--- src/rtl/amu_pkg.sv ---
package amu_pkg;
    localparam int WORD_W = 36;
    localparam int ADDR_W = 18;
    localparam int TD_W   = 4;
    localparam int TM_W   = 3;
    localparam int TALLY_W = 6;

    localparam logic [TM_W-1:0] TM_REG  = 3'b000;
    localparam logic [TM_W-1:0] TM_RIND = 3'b001;
    localparam logic [TM_W-1:0] TM_INDR = 3'b010;
    localparam logic [TM_W-1:0] TM_TALLY = 3'b011;

    localparam logic [TD_W-1:0] TD_IC     = 4'd12;
    localparam logic [TD_W-1:0] TD_DIRECT = 4'd13;
    localparam int              NUM_GPR   = 12;

    typedef enum logic [1:0] {
        ST_IDLE = 2'd0,
        ST_EVAL = 2'd1,
        ST_WAIT = 2'd2,
        ST_DONE = 2'd3
    } amu_state_e;
endpackage

--- src/rtl/amu_word_split.sv ---
module amu_word_split
    import amu_pkg::*;
(
    input  logic [WORD_W-1:0]  word_i,
    output logic [ADDR_W-1:0]  y_o,
    output logic [TM_W-1:0]    tm_o,
    output logic [TD_W-1:0]    td_o,
    output logic [TALLY_W-1:0] tally_o
);
    // word bit k lives at vector index WORD_W-1-k
    assign y_o     = word_i[WORD_W-1 -: ADDR_W];
    assign tm_o    = word_i[TD_W +: TM_W];
    assign td_o    = word_i[TD_W-1:0];
    assign tally_o = word_i[TALLY_W-1:0];
endmodule

--- src/rtl/amu_index_add.sv ---
module amu_index_add
    import amu_pkg::*;
(
    input  logic [ADDR_W-1:0] y_i,
    input  logic [TD_W-1:0]   td_i,
    input  logic [ADDR_W-1:0] reg_i,
    input  logic [ADDR_W-1:0] ic_i,
    output logic [ADDR_W-1:0] sum_o,
    output logic              imm_o
);
    logic [ADDR_W-1:0] offset;

    always_comb begin
        if (td_i < TD_W'(NUM_GPR)) begin
            offset = reg_i;
        end else if (td_i == TD_IC) begin
            offset = ic_i;
        end else begin
            offset = '0;
        end
    end

    // carry out of the top bit is dropped
    assign sum_o = y_i + offset;
    assign imm_o = (td_i > TD_DIRECT);
endmodule

--- src/rtl/ea_modifier.sv ---
module ea_modifier
    import amu_pkg::*;
#(
    parameter int MAX_DEPTH = 16
) (
    input  logic                clk,
    input  logic                rst_n,
    input  logic                start_i,
    input  logic [35:0]         instr_i,
    input  logic [17:0]         ic_i,
    output logic [3:0]          reg_sel_o,
    input  logic [17:0]         reg_data_i,
    output logic                mem_req_o,
    output logic [17:0]         mem_addr_o,
    input  logic                mem_valid_i,
    input  logic [35:0]         mem_data_i,
    output logic                busy_o,
    output logic                done_o,
    output logic [17:0]         ea_o,
    output logic                imm_o,
    output logic [5:0]          tally_o,
    output logic                fault_o,
    output logic                fault_kind_o
);
    localparam int DEPTH_W = $clog2(MAX_DEPTH + 1);

    typedef struct packed {
        amu_state_e           st;
        logic [WORD_W-1:0]    cur;
        logic                 pend;
        logic [TD_W-1:0]      ptd;
        logic [DEPTH_W-1:0]   depth;
        logic                 tally_rd;
        logic [ADDR_W-1:0]    addr;
        logic [ADDR_W-1:0]    ea;
        logic                 imm;
        logic [TALLY_W-1:0]   tally;
        logic                 fault;
        logic                 fkind;
    } amu_regs_t;

    amu_regs_t s_d, s_q;

    logic [ADDR_W-1:0]  cur_y;
    logic [TM_W-1:0]    cur_tm;
    logic [TD_W-1:0]    cur_td;
    logic [TALLY_W-1:0] cur_tally;
    logic [ADDR_W-1:0]  rd_y;
    logic [TM_W-1:0]    rd_tm;
    logic [TD_W-1:0]    rd_td;
    logic [TALLY_W-1:0] rd_tally;
    logic [TD_W-1:0]    eff_td;
    logic [ADDR_W-1:0]  idx_sum;
    logic               idx_imm;

    amu_word_split u_cur_split (
        .word_i  (s_q.cur),
        .y_o     (cur_y),
        .tm_o    (cur_tm),
        .td_o    (cur_td),
        .tally_o (cur_tally)
    );

    amu_word_split u_rd_split (
        .word_i  (mem_data_i),
        .y_o     (rd_y),
        .tm_o    (rd_tm),
        .td_o    (rd_td),
        .tally_o (rd_tally)
    );

    // a pending indirect-then-register designator replaces the final word's own
    always_comb begin
        if (cur_tm == TM_REG && s_q.pend) begin
            eff_td = s_q.ptd;
        end else begin
            eff_td = cur_td;
        end
    end

    amu_index_add u_add (
        .y_i   (cur_y),
        .td_i  (eff_td),
        .reg_i (reg_data_i),
        .ic_i  (ic_i),
        .sum_o (idx_sum),
        .imm_o (idx_imm)
    );

    always_comb begin
        s_d = s_q;
        unique case (s_q.st)
            ST_IDLE: begin
                if (start_i) begin
                    s_d.st       = ST_EVAL;
                    s_d.cur      = instr_i;
                    s_d.pend     = 1'b0;
                    s_d.ptd      = '0;
                    s_d.depth    = '0;
                    s_d.tally_rd = 1'b0;
                end
            end
            ST_EVAL: begin
                if (cur_tm == TM_REG) begin
                    s_d.st    = ST_DONE;
                    s_d.ea    = idx_imm ? cur_y : idx_sum;
                    s_d.imm   = idx_imm;
                    s_d.tally = '0;
                    s_d.fault = 1'b0;
                    s_d.fkind = 1'b0;
                end else if (cur_tm == TM_RIND || cur_tm == TM_INDR ||
                             cur_tm == TM_TALLY) begin
                    if (s_q.depth == DEPTH_W'(MAX_DEPTH)) begin
                        s_d.st    = ST_DONE;
                        s_d.ea    = '0;
                        s_d.imm   = 1'b0;
                        s_d.tally = '0;
                        s_d.fault = 1'b1;
                        s_d.fkind = 1'b1;
                    end else begin
                        s_d.st       = ST_WAIT;
                        s_d.depth    = s_q.depth + 1'b1;
                        s_d.tally_rd = (cur_tm == TM_TALLY);
                        s_d.addr     = (cur_tm == TM_RIND) ? idx_sum : cur_y;
                        if (cur_tm == TM_INDR && !s_q.pend) begin
                            s_d.pend = 1'b1;
                            s_d.ptd  = cur_td;
                        end
                    end
                end else begin
                    s_d.st    = ST_DONE;
                    s_d.ea    = '0;
                    s_d.imm   = 1'b0;
                    s_d.tally = '0;
                    s_d.fault = 1'b1;
                    s_d.fkind = 1'b0;
                end
            end
            ST_WAIT: begin
                if (mem_valid_i) begin
                    if (s_q.tally_rd) begin
                        s_d.st    = ST_DONE;
                        s_d.ea    = rd_y;
                        s_d.imm   = 1'b0;
                        s_d.tally = rd_tally;
                        s_d.fault = 1'b0;
                        s_d.fkind = 1'b0;
                    end else begin
                        s_d.st  = ST_EVAL;
                        s_d.cur = mem_data_i;
                    end
                end
            end
            ST_DONE: begin
                s_d.st = ST_IDLE;
            end
            default: begin
                s_d.st = ST_IDLE;
            end
        endcase
    end

    always_ff @(posedge clk) begin
        if (!rst_n) begin
            s_q <= '0;
        end else begin
            s_q <= s_d;
        end
    end

    assign reg_sel_o    = eff_td;
    assign mem_req_o    = (s_q.st == ST_WAIT);
    assign mem_addr_o   = s_q.addr;
    assign busy_o       = (s_q.st != ST_IDLE);
    assign done_o       = (s_q.st == ST_DONE);
    assign ea_o         = s_q.ea;
    assign imm_o        = s_q.imm;
    assign tally_o      = s_q.tally;
    assign fault_o      = s_q.fault;
    assign fault_kind_o = s_q.fkind;

    // rd_tm and rd_td are consumed once the fetched word becomes current
    logic unused_rd;
    assign unused_rd = ^{rd_tm, rd_td, cur_tally};
endmodule

--- config.mk ---
export PLATFORM = sky130hd
export DESIGN_NAME = ea_modifier
export DESIGN_NICKNAME = d
export VERILOG_FILES = /design/src/rtl/amu_pkg.sv /design/src/rtl/amu_word_split.sv /design/src/rtl/amu_index_add.sv /design/src/rtl/ea_modifier.sv
export SDC_FILE = /design/constraint.sdc
export NUM_CORES = 1
export LEC_CHECK = 0
export ABC_AREA = 1
export BUFFER_PORTS_ARGS = -buffer_cell sky130_fd_sc_hd__buf_2
export CAP_MARGIN = 20
export CORE_ASPECT_RATIO = 1.4
export CORE_MARGIN = 2
export CORE_UTILIZATION = 30
export DETAILED_ROUTE_END_ITERATION = 8
export GPL_TIMING_DRIVEN = 0
export PLACE_DENSITY = 0.62
export SYNTH_ARGS = -nofsm -noshare
export SYNTH_HDL_FRONTEND = slang
export SYNTH_SLANG_ARGS = --single-unit
--- constraint.sdc ---
create_clock -name clk -period 3.2 [get_ports clk]
set_input_delay 0 -clock clk [delete_from_list [all_inputs] [get_ports clk]]
set_output_delay 0 -clock clk [all_outputs]
set_load 0.01 [all_outputs]
==> reports/results.ini <==
[layout]
fin_util_pct=40.76
nets=1114
synthToLayoutAreaGrowth_pct=33.07
final_common_cell=nand2_1
n_fill_cell=1861
drive_above_1_share_pct=29.38
stdcell_area_um2=7064
num_antenna_cells=0
mostFrequentLayoutCells=209 x nand2_1, 147 x buf_2, 92 x a21oi_1

[worst_setup_path]
cpMaxStageDelayCell=dfxtp_4
cp_max_fo=10
crit_top_cell=nand2_2
path_buf_inv=3
cp_top_family=simple AND/OR/NAND/NOR gates
r2r_setup_slack_ps=190
slowest_delay_ps=370
cp-end-kind=flop
worstReg2RegEnd=ea_o[10]$_SDFFE_PN0P_
start_kind=flop
crit_chain=nor2_8 -> nand3_4 -> nand2_2 -> nand2_2 -> nor2_4 -> buf_8 -> clkbuf_2 -> nand3_1 -> nand2_2 -> ha_4 -> a21oi_4 -> o21ai_4 -> a21oi_4 -> buf_4 -> nor2_1 -> nor2_1 -> xnor2_1 -> nand2_1 -> a31oi_1
r2r-start=s_q[60]$_SDFFE_PN0P_
r2r_cells=19
cp.required_ps=3470
path_class=flop to flop
cp.arrival_ps=3290

[timing]
fmax_mhz=331.7
setup_ws_ps=185.6
slew_headroom_pct=45.99
min_period_ps=3014
period_share_pct=94.20
report.final.slew_viol_count=0
finClkSkew_ps=11.61
tightestPinTransition_ps=810.2
setup_viol=0
tns_ps=0
finalHoldViolations=0

[yosys]
synth-simple-area-share_pct=27.62
syn_area_um2=5309
avgSynthCellArea_um2=6.611
synthArstFlopShare_pct=0
synth_xor_area_share_pct=1.650
synth-edff-count=0
ys_warn_count=0
synth_cell_types=39
ys_seq_area_share_pct=31.30
synthAdderAreaFrac_pct=4.855
syn_inst=803
synth_seq_cells=83
synthMuxAreaShare_pct=0
ys.flop_type=dfxtp_1
synth-compound-area-share_pct=20.81
synth_top_family_by_area=simple AND/OR/NAND/NOR gates
synth_fp_nets=935

[grt]
grt-ovfl-total=0
grt_max_degree=16
antenna_found_initial=0
grt_usage_pct=20.45
first_global_vias=5662
grt_pass1_wl_mm=29.48

[power]
leakagePower_nw=3.441
power_density_nw_per_um2=543.8
irDropWorstVdd_v=0.0003119
totalPowerFinal_w=0.003841

[die]
dieArea_um2=18790
std_cell_rows=57
die-height_um=161.4
start_util_pct=30.63
core-area_um2=17330
chipWidth_um=116.4
io_pins=164

[placement]
portBuffers=141
hpwl_mm=15.05
dpl-instance-area_um2=6310
pre_cts_ws_ps=-679.7
gp_congestion=0.8938

[drt]
drtPass1Iterations=7
drt_iter0_markers=451
drcViolationCount=0
vias=5996
drtAntennaViolNets=0
wire_per_inst_um=15.86
routed_wl_mm=19.39
vias_per_cell=4.903

[cts]
h-tree-depth=3
numCtsBuffers=9
root_buffer=clkbuf_16
clock_sinks=83
clock_latency_ps=350
clockBufferDepth=2
clk_pin_slew_ps=60
tritoncts=done

[min_path]
holdPathEnd=tally_o[3]$_SDFFE_PN0P_
hold_path_depth=5
worstHoldStart=mem_data_i[3]
min_path_type=input pin to flop

[outcome]
status=complete, no violations

[flow_run]
cap_violations=0

==> tightest hold or removal path, stage by stage <==
cell     delay, ps
buf_2           90
inv_1           40
nor2_1          50
nand2_1         60
a21oi_1         50
==> sequential cells by signal, summed over array words and instances (netlist names) <==
register      flops
imm_o             1
tally_o           6
s_q              38
fault_o           1
ea_o             18
mem_addr_o       18
fault_kind_o      1
==> synth_stat cells (6+ instances only) <==
| cell type | instances | share of area [%] |
|---|---|---|
| nand2_1 | 218 | 15 |
| nor2_1 | 43 | 3.0 |
| inv_2 | 6 | 0.42 |
| nand4_1 | 10 | 1.2 |
| buf_2 | 6 | 0.57 |
| o21ai_0 | 64 | 6.0 |
| dfxtp_1 | 83 | 31 |
| buf_4 | 43 | 6.1 |
| a211oi_1 | 9 | 1.3 |
| nor3_1 | 9 | 0.85 |
| nand3_1 | 42 | 4.0 |
| a31oi_1 | 7 | 0.82 |
| ha_1 | 19 | 4.5 |
| clkbuf_1 | 24 | 1.7 |
| o211ai_1 | 11 | 1.6 |
| a21oi_1 | 99 | 9.3 |
| inv_1 | 65 | 4.6 |
==> area by class of cell <==
type                            instances  area, um2  share of cell area, %
Buffer                                 75      478.0                  6.766
Clock buffer                           10      239.0                  3.383
Clock inverter                          6      50.05                 0.7085
Inverter                               72      275.3                  3.897
Multi-Input combinational cell        573       3109                  44.01
Sequential cell                        83       1672                  23.66
Tap cell                              236      295.3                  4.180
Timing Repair Buffer                  168      945.9                  13.39
==> power breakdown <==
group	leakage (nW)	switching (W)	total, W	internal (W)
clock network	0.135	0.000459	0.00101	0.000554
registers	0.681	0.000107	0.00126	0.00115
logic	2.62	0.000957	0.00157	0.000612
total	3.44	0.00152	0.00384	0.00232
==> how the worst max path moves through the flow <==
| stage | startpoint | endpoint | slack [ps] | cells past startpoint |
|---|---|---|---|---|
| global route | s_q[60]$_SDFFE_PN0P_ | ea_o[10]$_SDFFE_PN0P_ | -50 | 19 |
| global placement | s_q[61]$_SDFFE_PN0P_ | ea_o[8]$_SDFFE_PN0P_ | -670 | 16 |
| floorplan | s_q[61]$_SDFFE_PN0P_ | mem_addr_o[12]$_SDFFE_PN0P_ | 180 | 18 |
| finish | s_q[60]$_SDFFE_PN0P_ | ea_o[10]$_SDFFE_PN0P_ | 190 | 19 |
| detailed placement | s_q[61]$_SDFFE_PN0P_ | ea_o[16]$_SDFFE_PN0P_ | -680 | 18 |
| CTS | s_q[61]$_SDFFE_PN0P_ | ea_o[6]$_SDFFE_PN0P_ | 10 | 19 |
==> cells by family after synthesis <==
kind of cell | count (synthesis)
XOR/XNOR | 10
buffers and inverters | 147
adder cells (fa/ha/maj) | 20
AO/OA/AOI/OAI | 202
flip-flops | 83
AND/OR/NAND/NOR | 341
==> what timing repair did <==
action | CTS | global route
setup endpoints to repair | 26 | 27
pin swaps | 3 | 17
hold endpoints to repair | 10 | 0
buffers inserted | 6 | 11
gates resized for setup | 22 | 45
hold buffers | 10 | 0
==> stage by stage <==
stage	instances	hold slack [ps]
after global placement	1180	295.2
after floorplan	803	168.8
after detailed placement	1180	298.5
after CTS	1212	1.108
final	1223	0.7255
after global routing	1223	25.67
==> metal layers <==
layer / global-route usage [%] / wire, um / vias up
met4: 7.630 / 678 / 0
met5: 0 / 0 / -
met2: 36.36 / 9645 / 266
met3: 2.589 / 1294 / 43
met1: 24.73 / 7773 / 2701
li1: - / - / 2986
(Power assumes the default switching activity.)
